`src/rtl/dpot_pkg.sv`:
```
package dpot_pkg;
  localparam logic [3:0] OPC_RD_WCR   = 4'b1001;
  localparam logic [3:0] OPC_WR_WCR   = 4'b1010;
  localparam logic [3:0] OPC_RD_DR    = 4'b1011;
  localparam logic [3:0] OPC_WR_DR    = 4'b1100;
  localparam logic [3:0] OPC_DR2WCR   = 4'b1101;
  localparam logic [3:0] OPC_WCR2DR   = 4'b1110;
  localparam logic [3:0] OPC_G_DR2WCR = 4'b0001;
  localparam logic [3:0] OPC_G_WCR2DR = 4'b1000;
  localparam logic [3:0] OPC_INCDEC   = 4'b0010;

  typedef struct packed {
    logic rd_wcr;
    logic rd_dr;
    logic wr_wcr;
    logic wr_dr;
    logic dr2wcr;
    logic wcr2dr;
    logic glob;
    logic incdec;
    logic nv_now;   // nonvolatile op complete at instruction time
  } cmd_dec_t;
endpackage

```
`src/rtl/dpot_decode.sv`:
```
module dpot_decode
  import dpot_pkg::*;
(
  input  logic [3:0] opc_i,
  output cmd_dec_t   dec_o
);
  always_comb begin
    dec_o = '0;
    case (opc_i)
      OPC_RD_WCR:   dec_o.rd_wcr = 1'b1;
      OPC_WR_WCR:   dec_o.wr_wcr = 1'b1;
      OPC_RD_DR:    dec_o.rd_dr  = 1'b1;
      OPC_WR_DR:    dec_o.wr_dr  = 1'b1;
      OPC_DR2WCR:   dec_o.dr2wcr = 1'b1;
      OPC_WCR2DR: begin
        dec_o.wcr2dr = 1'b1;
        dec_o.nv_now = 1'b1;
      end
      OPC_G_DR2WCR: begin
        dec_o.dr2wcr = 1'b1;
        dec_o.glob   = 1'b1;
      end
      OPC_G_WCR2DR: begin
        dec_o.wcr2dr = 1'b1;
        dec_o.glob   = 1'b1;
        dec_o.nv_now = 1'b1;
      end
      OPC_INCDEC:   dec_o.incdec = 1'b1;
      default:      dec_o = '0;
    endcase
  end
endmodule

```
`src/rtl/dpot_pot_regs.sv`:
```
module dpot_pot_regs #(
  parameter int DW     = 8,
  parameter int NUM_DR = 4,
  localparam int SEL_W = $clog2(NUM_DR)
) (
  input  logic             clk_i,
  input  logic             rst_ni,
  input  logic             wcr_we_i,
  input  logic [DW-1:0]    wcr_d_i,
  input  logic             dr_we_i,
  input  logic [SEL_W-1:0] dr_idx_i,
  input  logic [DW-1:0]    dr_d_i,
  output logic [DW-1:0]    wcr_o,
  output logic [DW-1:0]    dr_sel_o,
  output logic [DW-1:0]    dr0_o
);
  logic [DW-1:0] dr_q [NUM_DR];

  // Data registers model nonvolatile storage: untouched by reset
  always_ff @(posedge clk_i) begin
    if (dr_we_i) dr_q[dr_idx_i] <= dr_d_i;
  end

  always_ff @(posedge clk_i or negedge rst_ni) begin
    if (!rst_ni)       wcr_o <= '0;
    else if (wcr_we_i) wcr_o <= wcr_d_i;
  end

  assign dr_sel_o = dr_q[dr_idx_i];
  assign dr0_o    = dr_q[0];
endmodule

```
`src/rtl/dpot_busy_timer.sv`:
```
module dpot_busy_timer #(
  parameter int BUSY_CYCLES = 250000,
  localparam int CNT_W = $clog2(BUSY_CYCLES + 1)
) (
  input  logic clk_i,
  input  logic rst_ni,
  input  logic start_i,
  output logic busy_o
);
  logic [CNT_W-1:0] cnt_q;

  always_ff @(posedge clk_i or negedge rst_ni) begin
    if (!rst_ni)           cnt_q <= '0;
    else if (start_i)      cnt_q <= CNT_W'(BUSY_CYCLES);
    else if (cnt_q != '0)  cnt_q <= cnt_q - 1'b1;
  end

  assign busy_o = (cnt_q != '0);
endmodule

```
`src/rtl/dpot_cmd_engine.sv`:
```
module dpot_cmd_engine
  import dpot_pkg::*;
#(
  parameter int NUM_POTS    = 2,
  parameter int DW          = 8,
  parameter int NUM_DR      = 4,
  parameter int BUSY_CYCLES = 250000
) (
  input  logic                   clk_i,
  input  logic                   rst_ni,
  input  logic                   instr_valid_i,
  input  logic [7:0]             instr_i,
  input  logic                   data_valid_i,
  input  logic [DW-1:0]          data_i,
  input  logic                   stop_i,
  output logic                   rd_valid_o,
  output logic [DW-1:0]          rd_data_o,
  output logic                   busy_o,
  output logic [NUM_POTS*DW-1:0] wiper_o,
  output logic [NUM_POTS-1:0]    incdec_en_o
);
  localparam int SEL_W = $clog2(NUM_DR);
  localparam int POT_W = (NUM_POTS > 1) ? $clog2(NUM_POTS) : 1;

  cmd_dec_t         dec_in, dec_q;
  logic [SEL_W-1:0] sel_q, sel_now;
  logic [POT_W-1:0] pot_q, pot_now;
  logic             init_ld_q, wr_arm_q, nv_pend_q;
  logic             instr_fire, data_fire, busy_start;

  logic [NUM_POTS-1:0] wcr_we, dr_we;
  logic [DW-1:0]       wcr_d  [NUM_POTS];
  logic [DW-1:0]       dr_d   [NUM_POTS];
  logic [DW-1:0]       wcr_q  [NUM_POTS];
  logic [DW-1:0]       dr_sel [NUM_POTS];
  logic [DW-1:0]       dr0    [NUM_POTS];
  logic [DW-1:0]       rd_src;

  dpot_decode u_dec (.opc_i(instr_i[7:4]), .dec_o(dec_in));

  assign instr_fire = instr_valid_i & ~busy_o & ~init_ld_q;
  assign data_fire  = data_valid_i  & ~busy_o & ~init_ld_q & wr_arm_q;
  assign sel_now    = instr_fire ? instr_i[2 +: SEL_W] : sel_q;
  assign pot_now    = instr_fire ? instr_i[0 +: POT_W] : pot_q;
  assign busy_start = stop_i & nv_pend_q & ~busy_o;

  for (genvar p = 0; p < NUM_POTS; p++) begin : g_pot
    logic hit;
    assign hit = (pot_now == POT_W'(p));

    assign wcr_we[p] = init_ld_q
                     | (data_fire  & dec_q.wr_wcr  & hit)
                     | (instr_fire & dec_in.dr2wcr & (dec_in.glob | hit));
    assign wcr_d[p]  = init_ld_q ? dr0[p] : (data_fire ? data_i : dr_sel[p]);
    assign dr_we[p]  = (data_fire  & dec_q.wr_dr   & hit)
                     | (instr_fire & dec_in.wcr2dr & (dec_in.glob | hit));
    assign dr_d[p]   = data_fire ? data_i : wcr_q[p];

    dpot_pot_regs #(.DW(DW), .NUM_DR(NUM_DR)) u_regs (
      .clk_i    (clk_i),
      .rst_ni   (rst_ni),
      .wcr_we_i (wcr_we[p]),
      .wcr_d_i  (wcr_d[p]),
      .dr_we_i  (dr_we[p]),
      .dr_idx_i (sel_now),
      .dr_d_i   (dr_d[p]),
      .wcr_o    (wcr_q[p]),
      .dr_sel_o (dr_sel[p]),
      .dr0_o    (dr0[p])
    );

    assign wiper_o[p*DW +: DW] = wcr_q[p];
  end

  assign rd_src = dec_in.rd_wcr ? wcr_q[pot_now] : dr_sel[pot_now];

  always_ff @(posedge clk_i or negedge rst_ni) begin
    if (!rst_ni) begin
      init_ld_q   <= 1'b1;
      wr_arm_q    <= 1'b0;
      nv_pend_q   <= 1'b0;
      dec_q       <= '0;
      sel_q       <= '0;
      pot_q       <= '0;
      incdec_en_o <= '0;
      rd_valid_o  <= 1'b0;
      rd_data_o   <= '0;
    end else begin
      init_ld_q  <= 1'b0;
      rd_valid_o <= 1'b0;
      if (instr_fire) begin
        dec_q      <= dec_in;
        sel_q      <= sel_now;
        pot_q      <= pot_now;
        wr_arm_q   <= dec_in.wr_wcr | dec_in.wr_dr;
        nv_pend_q  <= dec_in.nv_now;
        rd_valid_o <= dec_in.rd_wcr | dec_in.rd_dr;
        if (dec_in.rd_wcr | dec_in.rd_dr) rd_data_o <= rd_src;
        for (int p = 0; p < NUM_POTS; p++)
          incdec_en_o[p] <= dec_in.incdec & (pot_now == POT_W'(p));
      end else if (data_fire) begin
        wr_arm_q <= 1'b0;
        if (dec_q.wr_dr) nv_pend_q <= 1'b1;
      end
      if (stop_i) begin
        wr_arm_q    <= 1'b0;
        nv_pend_q   <= 1'b0;
        incdec_en_o <= '0;
      end
    end
  end

  dpot_busy_timer #(.BUSY_CYCLES(BUSY_CYCLES)) u_busy (
    .clk_i   (clk_i),
    .rst_ni  (rst_ni),
    .start_i (busy_start),
    .busy_o  (busy_o)
  );
endmodule

```
`config.mk`:
```
export PLATFORM = sky130hd
export DESIGN_NAME = dpot_cmd_engine
export DESIGN_NICKNAME = d
export VERILOG_FILES = /design/src/rtl/dpot_pkg.sv /design/src/rtl/dpot_decode.sv /design/src/rtl/dpot_pot_regs.sv /design/src/rtl/dpot_busy_timer.sv /design/src/rtl/dpot_cmd_engine.sv
export SDC_FILE = /design/constraint.sdc
export NUM_CORES = 1
export LEC_CHECK = 0
export BUFFER_PORTS_ARGS = -buffer_cell sky130_fd_sc_hd__buf_4
export CORE_UTILIZATION = 45
export CTS_CLUSTER_SIZE = 12
export DETAILED_ROUTE_END_ITERATION = 10
export GPL_TIMING_DRIVEN = 0
export PLACE_DENSITY = 0.71
export SLEW_MARGIN = 5
export SYNTH_ARGS = -nofsm -noshare
export SYNTH_HDL_FRONTEND = slang
export SYNTH_SLANG_ARGS = --single-unit
```
`constraint.sdc`:
```
create_clock -name clk_i -period 6.49 [get_ports clk_i]
set_input_delay 1.298 -clock clk_i [delete_from_list [all_inputs] [get_ports clk_i]]
set_output_delay 1.298 -clock clk_i [all_outputs]
set_load 0.02 [all_outputs]
```
* Word-level counts from Yosys, hierarchy flattened *
Memories as Yosys holds them, arrays and structs flattened.
Index checks and enable logic that the tools add are counted.

word-level totals
  register bits after elaboration = 53
  RAM bits = 64
  input port bits = 21
  output and inout bits = 28
  logic and storage cells = 110
  memories kept = 2

operators by class
  $add $sub $neg = 1
  magnitude comparators = 1
  equality and inequality tests = 9
  mux-type cells = 39
  bitwise logic cells = 35
  reduce and logical (&&, ||, !) cells = 10

memory list
  memory                depth  width  rd ports  clocked after Yosys merged registers in  write ports  line                 RTL
  g_pot[0].u_regs.dr_q  4      8      2         0                                        1            dpot_pot_regs.sv:17  logic [DW-1:0] dr_q [NUM_DR];
  g_pot[1].u_regs.dr_q  4      8      2         0                                        1            dpot_pot_regs.sv:17

operator list
  operator               count
  $mux 8                 13
  $mux 18                2
  $eq 4x4->1 const B     7
  $and 1x1->1            21
  $mux 1                 21
  $reduce_bool 18->1     1
  $sub 18x1->18 const B  1
  $or 1x1->1             10
  $mux 2                 3
  $reduce_bool 3->1      2
  $reduce_or 2->1        3
  $eq 4x1->1 const B     1
  $eq 4x2->1 const B     1
  $reduce_and 2->1       2
  $reduce_bool 2->1      2
  $not 1->1              3
  $ge 2x2->1 const B     1
  $not 1->2              1

* Depth between registers and ports, before layout *
Gate-level depths: netlist of run 1.

  depth in word-level cells = 11
  mapped depth = 12
  mapped depth without buffers = 10

* Cells and area by module *
Synthesis of run 1 repeated with hierarchy kept, for this count alone.

second synthesis, totals
  cells, all modules = 443
  area total of the unflattened synthesis = 5636.7 um^2

by module, submodules not included
  module           times used  cells an instance  area an instance (um^2)  sequential area each (um^2)
  dpot_pot_regs    2           63                 1495.2                   1161.1
  dpot_cmd_engine  1           193                1480.2                   476.7
  dpot_busy_timer  1           108                1059.8                   450.4
  dpot_decode      1           16                 106.4                    0.0

* Least setup slack after synthesis of run 1 *
OpenSTA, ideal clock, no wires.

  path kind = input port to flip-flop
  start = input instr_valid_i
  end = memory g_pot[0].u_regs.dr_q[0][0] (enable)
  arrival = 3.476 ns
  required time = 6.102 ns
  slack = 2.626 ns
  stages = 8
  cell sequence = nor2b_1 -> nand3_1 -> or3_1 -> buf_2 -> mux2i_4 -> inv_4 -> clkbuf_1 -> a221oi_1

between the ends
  cells in the longest elaborated chain, start to end = 9
  elaborated cells between the ends (all ways) = 12
  classes of those cells = mux: 4; bitwise: 8

ends and longest elaborated chain
  what                          line                   RTL
  start: declaration            dpot_cmd_engine.sv:11  input logic instr_valid_i,
  $and 1x1->1 * (2 in a row)    dpot_cmd_engine.sv:41  assign instr_fire = instr_valid_i & ~busy_o & ~init_ld_q;
  $mux 1                        dpot_cmd_engine.sv:44  assign pot_now = instr_fire ? instr_i[0 +: POT_W] : pot_q;
  $not 1->1                     dpot_cmd_engine.sv:49  assign hit = (pot_now == POT_W'(p));
  $or 1x1->1                    dpot_cmd_engine.sv:56  | (instr_fire & dec_in.wcr2dr & (dec_in.glob | hit));
  $and 1x1->1                   dpot_cmd_engine.sv:56
  $or 1x1->1                    dpot_cmd_engine.sv:56
  $mux 1                        dpot_pot_regs.sv:21    if (dr_we_i) dr_q[dr_idx_i] <= dr_d_i;
  $mux 1 (implied by the code)  dpot_pot_regs.sv:21
  end: declaration              dpot_pot_regs.sv:17

Every way passes the cells marked *; elsewhere a longest branch is shown, timed or not.

* Final worst setup path of run 1 *
  start = input instr_valid_i
  end = memory g_pot[0].u_regs.dr_q[0][1] (enable)

The elaborated chain is that of the path after synthesis.

==> results.toml, run 1 <==
[status]
status = "finished clean"

[placement]
post-place-ws_ps = 2000
dp_hpwl_um = 12200
dp_cells = 749
port_buffers = 44
gp_congestion = 0.918

[grt]
grt_pass1_wl_um = 26300
grt_pass1_vias = 4810
gr-total-overflow = 0
grt_max_degree = 54
grt_util_all_layers_pct = 25.3
antenna_found_initial = 0

[synth]
synth_nets = 548
synth_edf_count = 64
synthArstFlopShare_pct = 45.3
synth_seq_cells = 117
ys_warn_count = 0
synth_top_cell_area_share_pct = 31.8
synth_ff_type = "edfxtp_1"
synth.distinct_cells = 60
yosysTopAreaCell = "edfxtp_1"
ys_top_cells_by_count = "nand2_1 (82), edfxtp_1 (64), dfrtp_1 (52)"
syn_inst = 525
syn_area_per_cell_sq_um = 11.5
yosys-top-cells-area = "edfxtp_1 (32%), dfrtp_1 (22%), mux4_2 (7.4%), nand2_1 (5.1%), mux2i_1 (4.0%)"
ys_seq_area_share_pct = 53.7
yosysMostFrequentCell = "nand2_1"
syn_area_sq_um = 6050

[floorplanning]
die_y_um = 118
num_rows = 41
die_area_sq_um = 13900
core_sq_um = 12900
die_w_um = 118
ios = 49
start_util_pct = 47.0

[worst_setup_path]
critPathCaptureType = "register"
crit_start = "instr_valid_i"
crit_path_start_kind = "input pin"
rr_startpoint = "u_busy.cnt_q[6]$_DFFE_PN0P_"
worst-setup-path-type = "in2reg"
worstPathMaxFanout = 10
worstRegToRegCells = 10
worst_ep_required_time_ps = 6600
worstReg2RegEnd = "g_pot[1].u_regs.dr_q[3][0]$_DFFE_PP_"
rrSetupSlack_ps = 2450
worstPathArrival_ps = 4210
cp-endpoint = "g_pot[0].u_regs.dr_q[0][1]$_DFFE_PP_"

[timing]
rsz0062_at_grt = "false"
min_period_over_period_pct = 63.2
max_freq_mhz = 244
relSlewSlack_pct = 22.7
fin_tns_setup_ps = 0
clock_skew_ps = 10.2
worst_pin_slew_ps = 1130
finalCriticalPeriod_ps = 4100
setup_viol = 0
hold_violations = 0
setup_slack_ps = 2390
slew_viol_final = 0

[finish]
area_delta_synth_final_pct = 19.4
fillers = 1091
antenna_cells = 0
drive_above_1_share_pct = 22.7
instances_no_fill = 781
final_nets = 619

[pwr]
p_leak_uw = 0.00287
ir_drop_mv = 0.181
p_total_uw = 1770
power_density_nw_per_um2 = 245

[clock_tree]
clock-sinks = 117
clock-root-buffer = "clkbuf_16"
worstSkewPairLatency_ps = 410
numCtsBuffers = 17
holdBufCountCts = 0
cts_tree = "yes"
path_clk_slew_ps = 50
post_cts.repair.setup_buffers = 0
cts_max_level = 4
clk_path_buf_depth = 2
cts-resized-gates = 0

[routing]
avgViaCountPerCell = 6.06
wl_per_cell_um = 21.5
drc = 0
dr.pass1.iters = 7
ant_nets = 0
drt-initial-drc-count = 494
vias = 4736
drt-total-wl_um = 16800

[run]
drv_cap = 0

[hold_path]
hp-class = "reg2reg"
## state kept, by name, summed over array words and instances (netlist names)
register            flops
init_ld_q               1
rd_valid_o              1
dec_q                   2
incdec_en_o             2
pot_q                   1
nv_pend_q               1
g_pot.u_regs.wcr_o     16
rd_data_o               8
u_busy.cnt_q           18
sel_q                   2
g_pot.u_regs.dr_q      64
wr_arm_q                1
## power breakdown
| part | total [uW] | leakage (uW) | internal [uW] | switching, uW |
|---|---|---|---|---|
| registers | 802 | 0.00125 | 792 | 9.60 |
| clock network | 873 | 0.000279 | 550 | 323 |
| logic | 94.7 | 0.00134 | 37.6 | 57.1 |
## area by class of cell
class,instances,area [sq um],share of cell area (%)
Clock buffer,25,517,7.15
Inverter,9,36.3,0.502
Buffer,29,131,1.82
Sequential cell,117,3250,45.0
Multi-Input combinational cell,370,2650,36.7
Timing Repair Buffer,52,378,5.23
Tap cell,172,215,2.98
Clock inverter,7,45.0,0.623
## worst max-delay path, cell delays in order
cell      delay [ps]
buf_4             90
nor2b_1          280
nand3_1          180
or3_1            340
buf_2            170
mux2i_4          360
inv_4            120
clkbuf_1         280
a221oi_1         760
buf_2            330
## placed cells by master, fill, tap and decap left out, types with 9 or more instances in the layout
cell	n
nor3_1	12
buf_4	48
mux2i_1	24
buf_2	14
clkbuf_1	20
clkbuf_16	18
nor3b_1	9
dfrtp_1	52
mux2_2	10
nand3_1	11
o21ai_0	21
nand2_1	82
a31oi_1	9
mux4_2	20
edfxtp_1	64
and2_1	11
nor2_1	34
a21oi_1	14
## through the flow
step / utilization (%) / hold slack, ps / area [sq um]
final: 56.1 / 472 / 7220
after global routing: 56.1 / 511 / 7220
after CTS: 56.1 / 477 / 7220
after detailed placement: 51.7 / 471 / 6660
after global placement: 51.2 / 461 / 6600
after floorplan: - / 446 / 6050
## how the worst min path moves through the flow
stage | start | end | cells past startpoint
global placement | u_busy.cnt_q[7]$_DFFE_PN0P_ | u_busy.cnt_q[7]$_DFFE_PN0P_ | 1
global route | dec_q[6]$_DFFE_PN0N_ | dec_q[6]$_DFFE_PN0N_ | 2
floorplan | u_busy.cnt_q[7]$_DFFE_PN0P_ | u_busy.cnt_q[7]$_DFFE_PN0P_ | 1
finish | u_busy.cnt_q[7]$_DFFE_PN0P_ | u_busy.cnt_q[7]$_DFFE_PN0P_ | 1
CTS | u_busy.cnt_q[7]$_DFFE_PN0P_ | u_busy.cnt_q[7]$_DFFE_PN0P_ | 1
detailed placement | u_busy.cnt_q[7]$_DFFE_PN0P_ | u_busy.cnt_q[7]$_DFFE_PN0P_ | 1
## per-layer routing
| metal | part of all wire, % | GRT usage, % |
|---|---|---|
| met3 | 8.5 | 6.69 |
| met4 | 3.2 | 10.9 |
| met2 | 48 | 40.6 |
| met1 | 40 | 32.2 |
| met5 | 0 | 0 |
## cells by family after synthesis
group / Yosys count / synth area share, %
adder cells (fa/ha/maj): 2 / 0.413
AO/OA/AOI/OAI: 106 / 12.2
multiplexers: 55 / 13.6
buffers and inverters: 38 / 2.77
XOR/XNOR: 10 / 1.45
other: 1 / 0.0620
AND/OR/NAND/NOR: 196 / 15.7
flip-flops: 117 / 53.7
No activity file was read; power rests on OpenSTA's default activity.
==> run 2: changes to the inputs <==
--- a/config.mk
+++ b/config.mk
@@ -10,7 +10,7 @@
 export CTS_CLUSTER_SIZE = 12
 export DETAILED_ROUTE_END_ITERATION = 10
 export GPL_TIMING_DRIVEN = 0
-export PLACE_DENSITY = 0.71
+export PLACE_DENSITY = 0.73
 export SLEW_MARGIN = 5
 export SYNTH_ARGS = -nofsm -noshare
 export SYNTH_HDL_FRONTEND = slang
==> constraint.sdc (replaced) <==
create_clock -name clk_i -period 3.62 [get_ports clk_i]
set_input_delay 0.724 -clock clk_i [delete_from_list [all_inputs] [get_ports clk_i]]
set_output_delay 0.724 -clock clk_i [all_outputs]
set_load 0.02 [all_outputs]
==> run 2 against run 1 <==
- design area rose by 3.0%
- die area is the same
- clock skew is essentially flat
- sequential power rose by 80%
- critical path type is now reg2reg
- critical path depth unchanged
==> results.toml, run 2 (synthesis gave the netlist of run 1 again) <==
[finish]
largest_register_ffs = 64
area_delta_synth_final_pct = 23.0
antenna_cells = 0
final_cell_mix = "nand2_1 (82), edfxtp_1 (64), buf_4 (56)"
largest-register = "g_pot.u_regs.dr_q"
fin_area_sq_um = 7440
drive_above_1_share_pct = 24.6
reg_top3 = "g_pot.u_regs.dr_q x64, u_busy.cnt_q x18, g_pot.u_regs.wcr_o x16"
instances_no_fill = 786
final_common_cell = "nand2_1"
final_nets = 624

[placement]
place_area_sq_um = 6680
post-place-ws_ps = -425
port_buffers = 44
dp_hpwl_um = 11900
gp_congestion = 0.931
dp_cells = 749

[pwr]
power_density_nw_per_um2 = 450
p_leak_uw = 0.00297
ir_drop_mv = 0.358
seq_power_share_pct = 43.0
p_sw_uw = 711
internal-power_uw = 2630
power.switching_fraction_pct = 21.2
power_frac_clock_pct = 52.0
pwr-share-comb_pct = 5.1

[timing]
relSlewSlack_pct = 32.3
min_period_over_period_pct = 93.9
rsz0062_at_grt = "false"
hold_violations = 0
setup_slack_ps = 223
clock_skew_ps = 9.75
setup_viol = 0
max_freq_mhz = 294
worst_pin_slew_ps = 988
slew_viol_final = 0
finalCriticalPeriod_ps = 3400
fin_tns_setup_ps = 0

[worst_setup_path]
rrSetupSlack_ps = 220
worstRegToRegCells = 10
path_cells = "or3_4 > or3_1 > buf_2 > nor3_2 > clkbuf_4 > and2_1 > buf_2 > a32oi_4 > a221oi_2 > buf_4"
crit_path_start_kind = "register"
cpLargestDelayFamily = "simple AND/OR/NAND/NOR gates"
worst-setup-path-type = "reg2reg"
slowest_stage = "or3_4"
worstPathArrival_ps = 3530
rr_startpoint = "u_busy.cnt_q[7]$_DFFE_PN0P_"
worstPathMaxFanout = 10
crit_start = "u_busy.cnt_q[7]$_DFFE_PN0P_"
critPathBufInv = 4
worst_ep_required_time_ps = 3750
worst-path-stages = 10
slowest_delay_ps = 430
critPathCaptureType = "register"
cp_common_cell = "buf_2"
cp-endpoint = "g_pot[0].u_regs.dr_q[1][3]$_DFFE_PP_"
worstReg2RegEnd = "g_pot[0].u_regs.dr_q[1][3]$_DFFE_PP_"

[grt]
grt_util_all_layers_pct = 25.8
antenna_found_initial = 0
grt_pass1_vias = 4838
grt_pass1_wl_um = 26600
grt_max_degree = 54
gr-total-overflow = 0

[run]
drv_cap = 0

[floorplanning]
die_area_sq_um = 13900
die_y_um = 118
ios = 49
core_sq_um = 12900
die_w_um = 118
num_rows = 41
start_util_pct = 47.0

[routing]
vias = 4882
drt-initial-drc-count = 543
wl_per_cell_um = 21.8
dr.pass1.iters = 5
avgViaCountPerCell = 6.21
drt-total-wl_um = 17100
drc = 0
ant_nets = 0

[clock_tree]
clock-sinks = 117
path_clk_slew_ps = 50
clock-root-buffer = "clkbuf_16"
numCtsBuffers = 17
cts_max_level = 4
worstSkewPairLatency_ps = 430
cts_tree = "yes"
clk_path_buf_depth = 2

[hold_path]
hp-class = "in2async"

[status]
status = "finished clean"
[run 2: how the worst min path moves through the flow]
| stage | from | end | cells past startpoint |
|---|---|---|---|
| after global routing | rst_ni | g_pot[1].u_regs.wcr_o[1]$_DFFE_PN0P_ | 1 |
| after CTS | rst_ni | g_pot[1].u_regs.wcr_o[1]$_DFFE_PN0P_ | 1 |
| after global placement | u_busy.cnt_q[7]$_DFFE_PN0P_ | u_busy.cnt_q[7]$_DFFE_PN0P_ | 1 |
| final | rst_ni | incdec_en_o[1]$_DFFE_PN0P_ | 1 |
| after floorplan | rst_ni | dec_q[5]$_DFFE_PN0N_ | 0 |
| after detailed placement | dec_q[6]$_DFFE_PN0N_ | dec_q[6]$_DFFE_PN0N_ | 2 |
[run 2: metrics by stage]
stage / hold WS, ps / utilization, % / power, uW
2_1_floorplan: 428 / - / 1550
3_3_place_gp: 464 / 51.2 / 1620
3_5_place_dp: 478 / 51.9 / 1630
4_1_cts: 382 / 57.4 / 3360
5_1_grt: 414 / 57.8 / 3430
6_report: 355 / 57.8 / 3350
[run 2: layer usage]
metal	track usage [%]	part of all wire [%]
met1	33.7	41
met2	39.9	47
met3	5.67	8.0
met4	13.8	3.8
met5	0	0
[run 2: final cells by class]
cell class / instances / area, sq um
timing repair buffer: 58 / 428
buffer: 28 / 130
inverter: 9 / 36.3
sequential: 117 / 3250
clock buffer: 22 / 444
multi-input combinational: 370 / 2780
fill: 1037 / 5440
clock inverter: 10 / 158
tap: 172 / 215
[run 2: timing repair]
| action | CTS | global route |
|---|---|---|
| setup buffers | 5 | 1 |
| hold buffers | 0 | 0 |
| pin swaps | 1 | 1 |
| setup endpoints to repair | 51 | 58 |
| gates resized for setup | 9 | 6 |
[run 2: power by group through the flow]
stage / clock network, uW / logic, uW / registers (uW)
2_1_floorplan: 0 / 82.1 / 1470
3_3_place_gp: 0 / 162 / 1460
3_5_place_dp: 0 / 167 / 1460
4_1_cts: 1750 / 169 / 1440
5_1_grt: 1800 / 184 / 1440
6_report: 1740 / 170 / 1440
